**src/rtl/mrx_pkg.sv**
```systemverilog
`timescale 1ns/1ps
package mrx_pkg;
  typedef enum logic [1:0] {
    TRK_IDLE = 2'd0,
    TRK_HUNT = 2'd1,
    TRK_ACQ  = 2'd2,
    TRK_LOCK = 2'd3
  } trk_st_e;
endpackage

```
**src/rtl/mrx_sync.sv**
```systemverilog
`timescale 1ns/1ps
module mrx_sync #(
  parameter int unsigned W      = 2,
  parameter int unsigned STAGES = 2
) (
  input  logic         clk_i,
  input  logic         rst_ni,
  input  logic [W-1:0] d_i,
  output logic [W-1:0] q_o
);
  logic [W-1:0] pipe [STAGES];

  for (genvar g = 0; g < STAGES; g++) begin : g_stg
    if (g == 0) begin : g_first
      always_ff @(posedge clk_i or negedge rst_ni)
        if (!rst_ni) pipe[g] <= '0;
        else         pipe[g] <= d_i;
    end else begin : g_next
      always_ff @(posedge clk_i or negedge rst_ni)
        if (!rst_ni) pipe[g] <= '0;
        else         pipe[g] <= pipe[g-1];
    end
  end

  assign q_o = pipe[STAGES-1];
endmodule

```
**src/rtl/mrx_tracker.sv**
```systemverilog
`timescale 1ns/1ps
module mrx_tracker
  import mrx_pkg::*;
#(
  parameter int unsigned OSR        = 8,
  parameter int unsigned TOL        = 1,
  parameter int unsigned LOCK_EDGES = 4
) (
  input  logic clk_i,
  input  logic rst_ni,
  input  logic line_i,
  input  logic sq_i,
  output logic bit_vld_o,
  output logic bit_val_o,
  output logic flush_o,
  output logic code_err_o
);
  localparam int unsigned CNT_MAX = OSR + TOL + 1;
  localparam int unsigned CNT_W   = $clog2(CNT_MAX + 1);
  localparam int unsigned GOOD_W  = $clog2(LOCK_EDGES + 1);
  localparam logic [CNT_W-1:0]  WIN_LO   = CNT_W'(OSR - TOL);
  localparam logic [CNT_W-1:0]  WIN_HI   = CNT_W'(OSR + TOL);
  localparam logic [CNT_W-1:0]  CNT_SAT  = CNT_W'(CNT_MAX);
  localparam logic [CNT_W-1:0]  CNT_LAST = CNT_W'(OSR - 1);
  localparam logic [GOOD_W-1:0] GOOD_FIN = GOOD_W'(LOCK_EDGES - 1);

  trk_st_e           st;
  logic [CNT_W-1:0]  cnt;
  logic [GOOD_W-1:0] good;
  logic              line_q;
  logic              edge_w, in_win, miss;
  logic [CNT_W-1:0]  cnt_inc;

  assign edge_w  = line_i ^ line_q;
  assign in_win  = (cnt >= WIN_LO) && (cnt <= WIN_HI);
  assign cnt_inc = (cnt == CNT_SAT) ? cnt : cnt + 1'b1;
  // no qualifying mid-cell edge by the last in-window sample
  assign miss    = (st == TRK_LOCK) && sq_i && !(edge_w && in_win) && (cnt >= WIN_HI);

  assign bit_vld_o = (st == TRK_LOCK) && sq_i && edge_w && in_win;
  assign bit_val_o = line_i;  // level after the mid-cell edge is the bit
  assign flush_o   = !sq_i || miss;

  always_ff @(posedge clk_i or negedge rst_ni) begin
    if (!rst_ni) begin
      st         <= TRK_IDLE;
      cnt        <= '0;
      good       <= '0;
      line_q     <= 1'b0;
      code_err_o <= 1'b0;
    end else begin
      line_q     <= line_i;
      code_err_o <= miss;
      if (!sq_i) begin
        // local bit timing free-runs while squelched
        st   <= TRK_IDLE;
        good <= '0;
        cnt  <= (cnt >= CNT_LAST) ? '0 : cnt + 1'b1;
      end else begin
        unique case (st)
          TRK_IDLE: begin
            st   <= TRK_HUNT;
            cnt  <= '0;
            good <= '0;
          end
          TRK_HUNT: begin
            if (edge_w) begin
              st   <= TRK_ACQ;
              cnt  <= CNT_W'(1);
              good <= '0;
            end else begin
              cnt <= cnt_inc;
            end
          end
          TRK_ACQ: begin
            if (edge_w) begin
              cnt <= CNT_W'(1);
              if (in_win) begin
                if (good == GOOD_FIN) begin
                  st   <= TRK_LOCK;
                  good <= '0;
                end else begin
                  good <= good + GOOD_W'(1);
                end
              end else begin
                good <= '0;
              end
            end else begin
              cnt <= cnt_inc;
            end
          end
          TRK_LOCK: begin
            if (edge_w && in_win) begin
              cnt <= CNT_W'(1);
            end else if (miss) begin
              st   <= TRK_HUNT;
              cnt  <= '0;
              good <= '0;
            end else begin
              cnt <= cnt_inc;
            end
          end
          default: st <= TRK_IDLE;
        endcase
      end
    end
  end

  a_r7_err_single: assert property (@(posedge clk_i) disable iff (!rst_ni)
    code_err_o |=> !code_err_o);

  a_r7_err_unlocks: assert property (@(posedge clk_i) disable iff (!rst_ni)
    code_err_o |-> (st != TRK_LOCK));
endmodule

```
**src/rtl/mrx_deser.sv**
```systemverilog
`timescale 1ns/1ps
module mrx_deser #(
  parameter int unsigned NIB_W = 4
) (
  input  logic             clk_i,
  input  logic             rst_ni,
  input  logic             bit_vld_i,
  input  logic             bit_val_i,
  input  logic             flush_i,
  output logic [NIB_W-1:0] rxd_o,
  output logic             nib_stb_o,
  output logic             rx_dv_o
);
  localparam int unsigned      IDX_W    = (NIB_W > 1) ? $clog2(NIB_W) : 1;
  localparam logic [IDX_W-1:0] IDX_LAST = IDX_W'(NIB_W - 1);

  logic [NIB_W-1:0] sh, nxt;
  logic [IDX_W-1:0] idx;

  always_comb begin
    nxt      = sh;
    nxt[idx] = bit_val_i;
  end

  always_ff @(posedge clk_i or negedge rst_ni) begin
    if (!rst_ni) begin
      sh        <= '0;
      idx       <= '0;
      rxd_o     <= '0;
      nib_stb_o <= 1'b0;
      rx_dv_o   <= 1'b0;
    end else begin
      nib_stb_o <= 1'b0;
      if (flush_i) begin
        sh      <= '0;
        idx     <= '0;
        rx_dv_o <= 1'b0;
      end else if (bit_vld_i) begin
        if (idx == IDX_LAST) begin
          rxd_o     <= nxt;
          nib_stb_o <= 1'b1;
          rx_dv_o   <= 1'b1;
          idx       <= '0;
          sh        <= '0;
        end else begin
          sh  <= nxt;
          idx <= idx + 1'b1;
        end
      end
    end
  end

  a_r9_stb_with_dv: assert property (@(posedge clk_i) disable iff (!rst_ni)
    nib_stb_o |-> rx_dv_o);

  a_r1_no_back_to_back: assert property (@(posedge clk_i) disable iff (!rst_ni)
    nib_stb_o |=> !nib_stb_o);
endmodule

```
**src/rtl/mrx_rx.sv**
```systemverilog
`timescale 1ns/1ps
module mrx_rx #(
  parameter int unsigned OSR         = 8,
  parameter int unsigned TOL         = 1,
  parameter int unsigned LOCK_EDGES  = 4,
  parameter int unsigned NIB_W       = 4,
  parameter int unsigned SYNC_STAGES = 2
) (
  input  logic             clk_i,
  input  logic             rst_ni,
  input  logic             line_i,
  input  logic             squelch_i,
  output logic [NIB_W-1:0] rxd_o,
  output logic             rx_dv_o,
  output logic             nib_stb_o,
  output logic             code_err_o
);
  logic line_s, sq_s;
  logic bit_vld, bit_val, flush;

  // line and squelch share one synchronizer so they stay aligned
  mrx_sync #(.W(2), .STAGES(SYNC_STAGES)) u_sync (
    .clk_i (clk_i),
    .rst_ni(rst_ni),
    .d_i   ({squelch_i, line_i}),
    .q_o   ({sq_s, line_s})
  );

  mrx_tracker #(.OSR(OSR), .TOL(TOL), .LOCK_EDGES(LOCK_EDGES)) u_trk (
    .clk_i     (clk_i),
    .rst_ni    (rst_ni),
    .line_i    (line_s),
    .sq_i      (sq_s),
    .bit_vld_o (bit_vld),
    .bit_val_o (bit_val),
    .flush_o   (flush),
    .code_err_o(code_err_o)
  );

  mrx_deser #(.NIB_W(NIB_W)) u_des (
    .clk_i    (clk_i),
    .rst_ni   (rst_ni),
    .bit_vld_i(bit_vld),
    .bit_val_i(bit_val),
    .flush_i  (flush),
    .rxd_o    (rxd_o),
    .nib_stb_o(nib_stb_o),
    .rx_dv_o  (rx_dv_o)
  );

  a_r8_squelch_drop: assert property (@(posedge clk_i) disable iff (!rst_ni)
    !sq_s |=> !rx_dv_o);

  a_r3_idle_quiet: assert property (@(posedge clk_i) disable iff (!rst_ni)
    (!sq_s && $past(!sq_s)) |-> !nib_stb_o);
endmodule

```
**config.mk**
```make
export PLATFORM = sky130hd
export DESIGN_NAME = mrx_rx
export DESIGN_NICKNAME = d
export VERILOG_FILES = /design/src/rtl/mrx_pkg.sv /design/src/rtl/mrx_sync.sv /design/src/rtl/mrx_tracker.sv /design/src/rtl/mrx_deser.sv /design/src/rtl/mrx_rx.sv
export SDC_FILE = /design/constraint.sdc
export NUM_CORES = 1
export LEC_CHECK = 0
export BUFFER_PORTS_ARGS = -buffer_cell sky130_fd_sc_hd__buf_2
export CORE_MARGIN = 4
export CORE_UTILIZATION = 46
export CTS_CLUSTER_SIZE = 20
export DETAILED_ROUTE_END_ITERATION = 7
export GPL_ROUTABILITY_DRIVEN = 0
export PLACE_DENSITY = 0.71
export SLEW_MARGIN = 20
export SYNTH_ARGS = -nofsm -noshare
export SYNTH_HDL_FRONTEND = slang
export SYNTH_SLANG_ARGS = --single-unit
```
**constraint.sdc**
```tcl
create_clock -name clk_i -period 6.8 [get_ports clk_i]
set_input_delay 0.68 -clock clk_i [delete_from_list [all_inputs] [get_ports clk_i]]
set_output_delay 0.68 -clock clk_i [all_outputs]
set_load 0.1 [all_outputs]
```
==> flow_metrics.py <==
metrics = {
    "floorplan": {
        "die_h_um": 64.7,
        "rows": 20,
        "initial_core_util_pct": 48.4,
        "fp.coreArea_um2": 3050,
        "die_w_um": 64.7,
        "die_area_um2": 4180,
        "io_pins": 11,
    },
    "power": {
        "intPower_w": 0.000276,
        "clkPwrFrac_pct": 26.1,
        "p_sw_w": 0.000130,
        "combPwrFrac_pct": 27.9,
        "p_leak_nw": 0.807,
        "power_density_nw_per_um2": 252,
        "seq_power_share_pct": 46.0,
        "p_sw_share_pct": 32.1,
        "peakVddDrop_mv": 0.153,
    },
    "sta": {
        "clock.fmax_mhz": 409,
        "setup_viol": 0,
        "period_share_pct": 36.0,
        "slew_viol_final": 0,
        "post-route-min-period_ps": 2450,
        "setup-tns-final_ps": 0,
        "fin_skew_ps": 4.25,
        "worst_slack_ps": 4350,
        "hold_violations": 0,
        "worst_pin_slew_ps": 641,
        "hold_ws_ps": 316,
        "rsz0062_at_grt": "false",
        "maxSlewHeadroom_pct": 57.3,
    },
    "worst_setup_path": {
        "worstReg2RegStart": "u_trk.cnt[0]",
        "worstSetupEndpointType": "flip-flop",
        "max_stage_delay_ps": 510,
        "slowest_stage": "o22ai_1",
        "crit_type": "flip-flop to flip-flop",
        "crit_start": "u_trk.cnt[0]",
        "start_kind": "flip-flop",
        "cp.arrival_ps": 2680,
        "crit_fanout": 9,
        "cp_data_required_time_ps": 7030,
        "worstPathCellList": "inv_1, ha_1, nor2_1, o22ai_1, nand2_1, nor2_2, mux2_2",
    },
    "clock_network": {
        "clockBufferDepth": 2,
        "cts-root-buf": "clkbuf_4",
        "clkLatencyLatePin_ps": 330,
        "cts.htree.levels": 1,
        "cts_resized": 0,
        "clk_pin_slew_worst_paths_ps": 140,
        "cts_tree": "yes",
        "cts_buffers": 3,
        "clock_sinks": 26,
        "cts_hold_buf": 0,
        "post_cts.repair.setup_buffers": 0,
    },
    "synthesis": {
        "synth_top_cell_by_area": "dfrtp_1",
        "yosys.cell_types.count": 39,
        "synthCells": 150,
        "synthFlopType": "dfrtp_1",
        "syn_nets": 168,
        "netlist.area_leader.share_pct": 44.0,
        "synth_area_um2": 1480,
        "synth-edff-count": 0,
        "synth.most_common_cell": "dfrtp_1",
        "synth_area_leaders": "dfrtp_1, ha_1, nand2_1, a21oi_1, nand2b_1",
        "avgSynthCellArea_um2": 9.85,
        "synth_common_cells": "dfrtp_1, nand2_1, ha_1",
        "async_reset_ff_share_pct": 100,
        "seq_area_frac_synth_pct": 44.0,
        "ys_seq_elements": 26,
        "yosysWarnings": 0,
    },
    "global_route": {
        "grt_pass1_vias": 1024,
        "grt_usage_pct": 14.3,
        "grt_pass1_wl_mm": 4.70,
        "overflow": 0,
        "antenna_found_initial": 0,
        "grt_max_degree": 27,
    },
    "finish": {
        "utilization_pct": 52.7,
        "nets": 178,
        "drive_above_1_share_pct": 13.2,
        "antenna_cells": 0,
        "area_growth_pct": 8.98,
        "final_area_um2": 1610,
    },
    "drt": {
        "wl_per_cell_um": 13.3,
        "drt_first_pass_iters": 4,
        "routed-via-count": 1085,
        "drt_wl_total_mm": 2.70,
        "ant_nets": 0,
        "routed_via_density": 5.34,
        "first_iter_violations": 41,
        "drc": 0,
    },
    "run_status": {
        "status": "completed",
    },
    "place": {
        "hpwl_mm": 2.03,
        "placed_cell_area_um2": 1560,
        "port-buffer-count": 10,
        "pre_cts_slack_ps": 4400,
    },
    "worst_hold_path": {
        "min_path_type": "input pin to asynchronous set/reset pin",
    },
    "run": {
        "drv_cap": 0,
    },
}
-- power groups by stage --
stage,logic (W),clock network [W],registers (W)
floorplan,0.0000893,0,0.000184
global placement,0.000109,0,0.000188
detailed placement,0.000112,0,0.000190
CTS,0.000113,0.000109,0.000187
global route,0.000128,0.000116,0.000189
finish,0.000113,0.000106,0.000187
-- metrics by stage --
step | total power [W] | instances
6_report | 0.000406 | 203
5_1_grt | 0.000433 | 203
4_1_cts | 0.000409 | 203
3_5_place_dp | 0.000302 | 199
3_3_place_gp | 0.000297 | 199
2_1_floorplan | 0.000273 | 150
-- final cells by class --
| class | count | area (µm²) |
|---|---|---|
| multi-input combinational | 110 | 768 |
| clock inverter | 1 | 30.0 |
| tap | 44 | 55.1 |
| timing repair buffer | 10 | 50.0 |
| fill | 289 | 1440 |
| clock buffer | 3 | 22.5 |
| inverter | 9 | 33.8 |
| sequential | 26 | 651 |
-- placed cells by master (no fill, tap or decap), types with 2 or more instances in the layout --
cell and n:
a21o_1 5, and2_1 2, mux2i_1 4, dfrtp_1 26
nand2b_1 7, a2111oi_0 2, a21oi_1 9, xnor2_1 3
o21ai_0 4, nor2_1 9, ha_1 14, o22ai_1 2
clkbuf_4 3, buf_2 10, o211a_1 2, nand2_1 18
o21ba_2 3, nand3_1 4, a31oi_1 3, inv_1 9
and3_1 2
-- kinds of logic (layout without fill, tap and decap cells) --
family,Yosys count,count (layout),share of synthesized area [%]
simple gates,51,51,17.2
compound gates,36,36,17.1
flops,26,26,44.0
fa+ha+maj,14,14,11.9
buf+inv,14,23,3.98
mux,5,5,3.47
xor+xnor,4,4,2.37
-- worst paths after layout --
check,endpoint,slack [ps],cells after the start
setup / recovery,u_des.rxd_o[3],4350,7
hold / removal,u_des.nib_stb_o,320,1
setup reg to reg,u_des.rxd_o[3],4350,7
hold reg to reg,u_sync.q_o[1],370,0
max in group asynchronous,u_trk.good[1],6110,1
min in group clk_i,u_sync.q_o[1],370,0
-- flip-flops by register name, summed over array words and instances (netlist names) --
name / count
u_trk.code_err_o: 1
u_sync.q_o: 2
u_trk.cnt: 4
u_des.sh: 3
u_des.idx: 2
u_trk.good: 3
u_trk.st: 2
u_des.nib_stb_o: 1
u_des.rx_dv_o: 1
u_sync.pipe: 2
u_des.rxd_o: 4
u_trk.line_q: 1
-- per-layer routing --
metal,share of wire [%],global-route usage [%],vias up
met3,4.9,3.81,4
met4,1.3,3.96,0
met1,49,19.8,509
li1,-,-,541
met5,0,0,-
met2,45,22.0,31
-- worst max-delay path, delay by kind of cell (launching register included) --
kind / cells / cell delay (ps)
flip-flops: 1 / 470
adder cells (fa/ha/maj): 1 / 180
AO/OA/AOI/OAI: 1 / 510
AND/OR/NAND/NOR: 3 / 710
multiplexers: 1 / 350
buffers and inverters: 1 / 130
No activity file was read; power rests on OpenSTA's default activity.
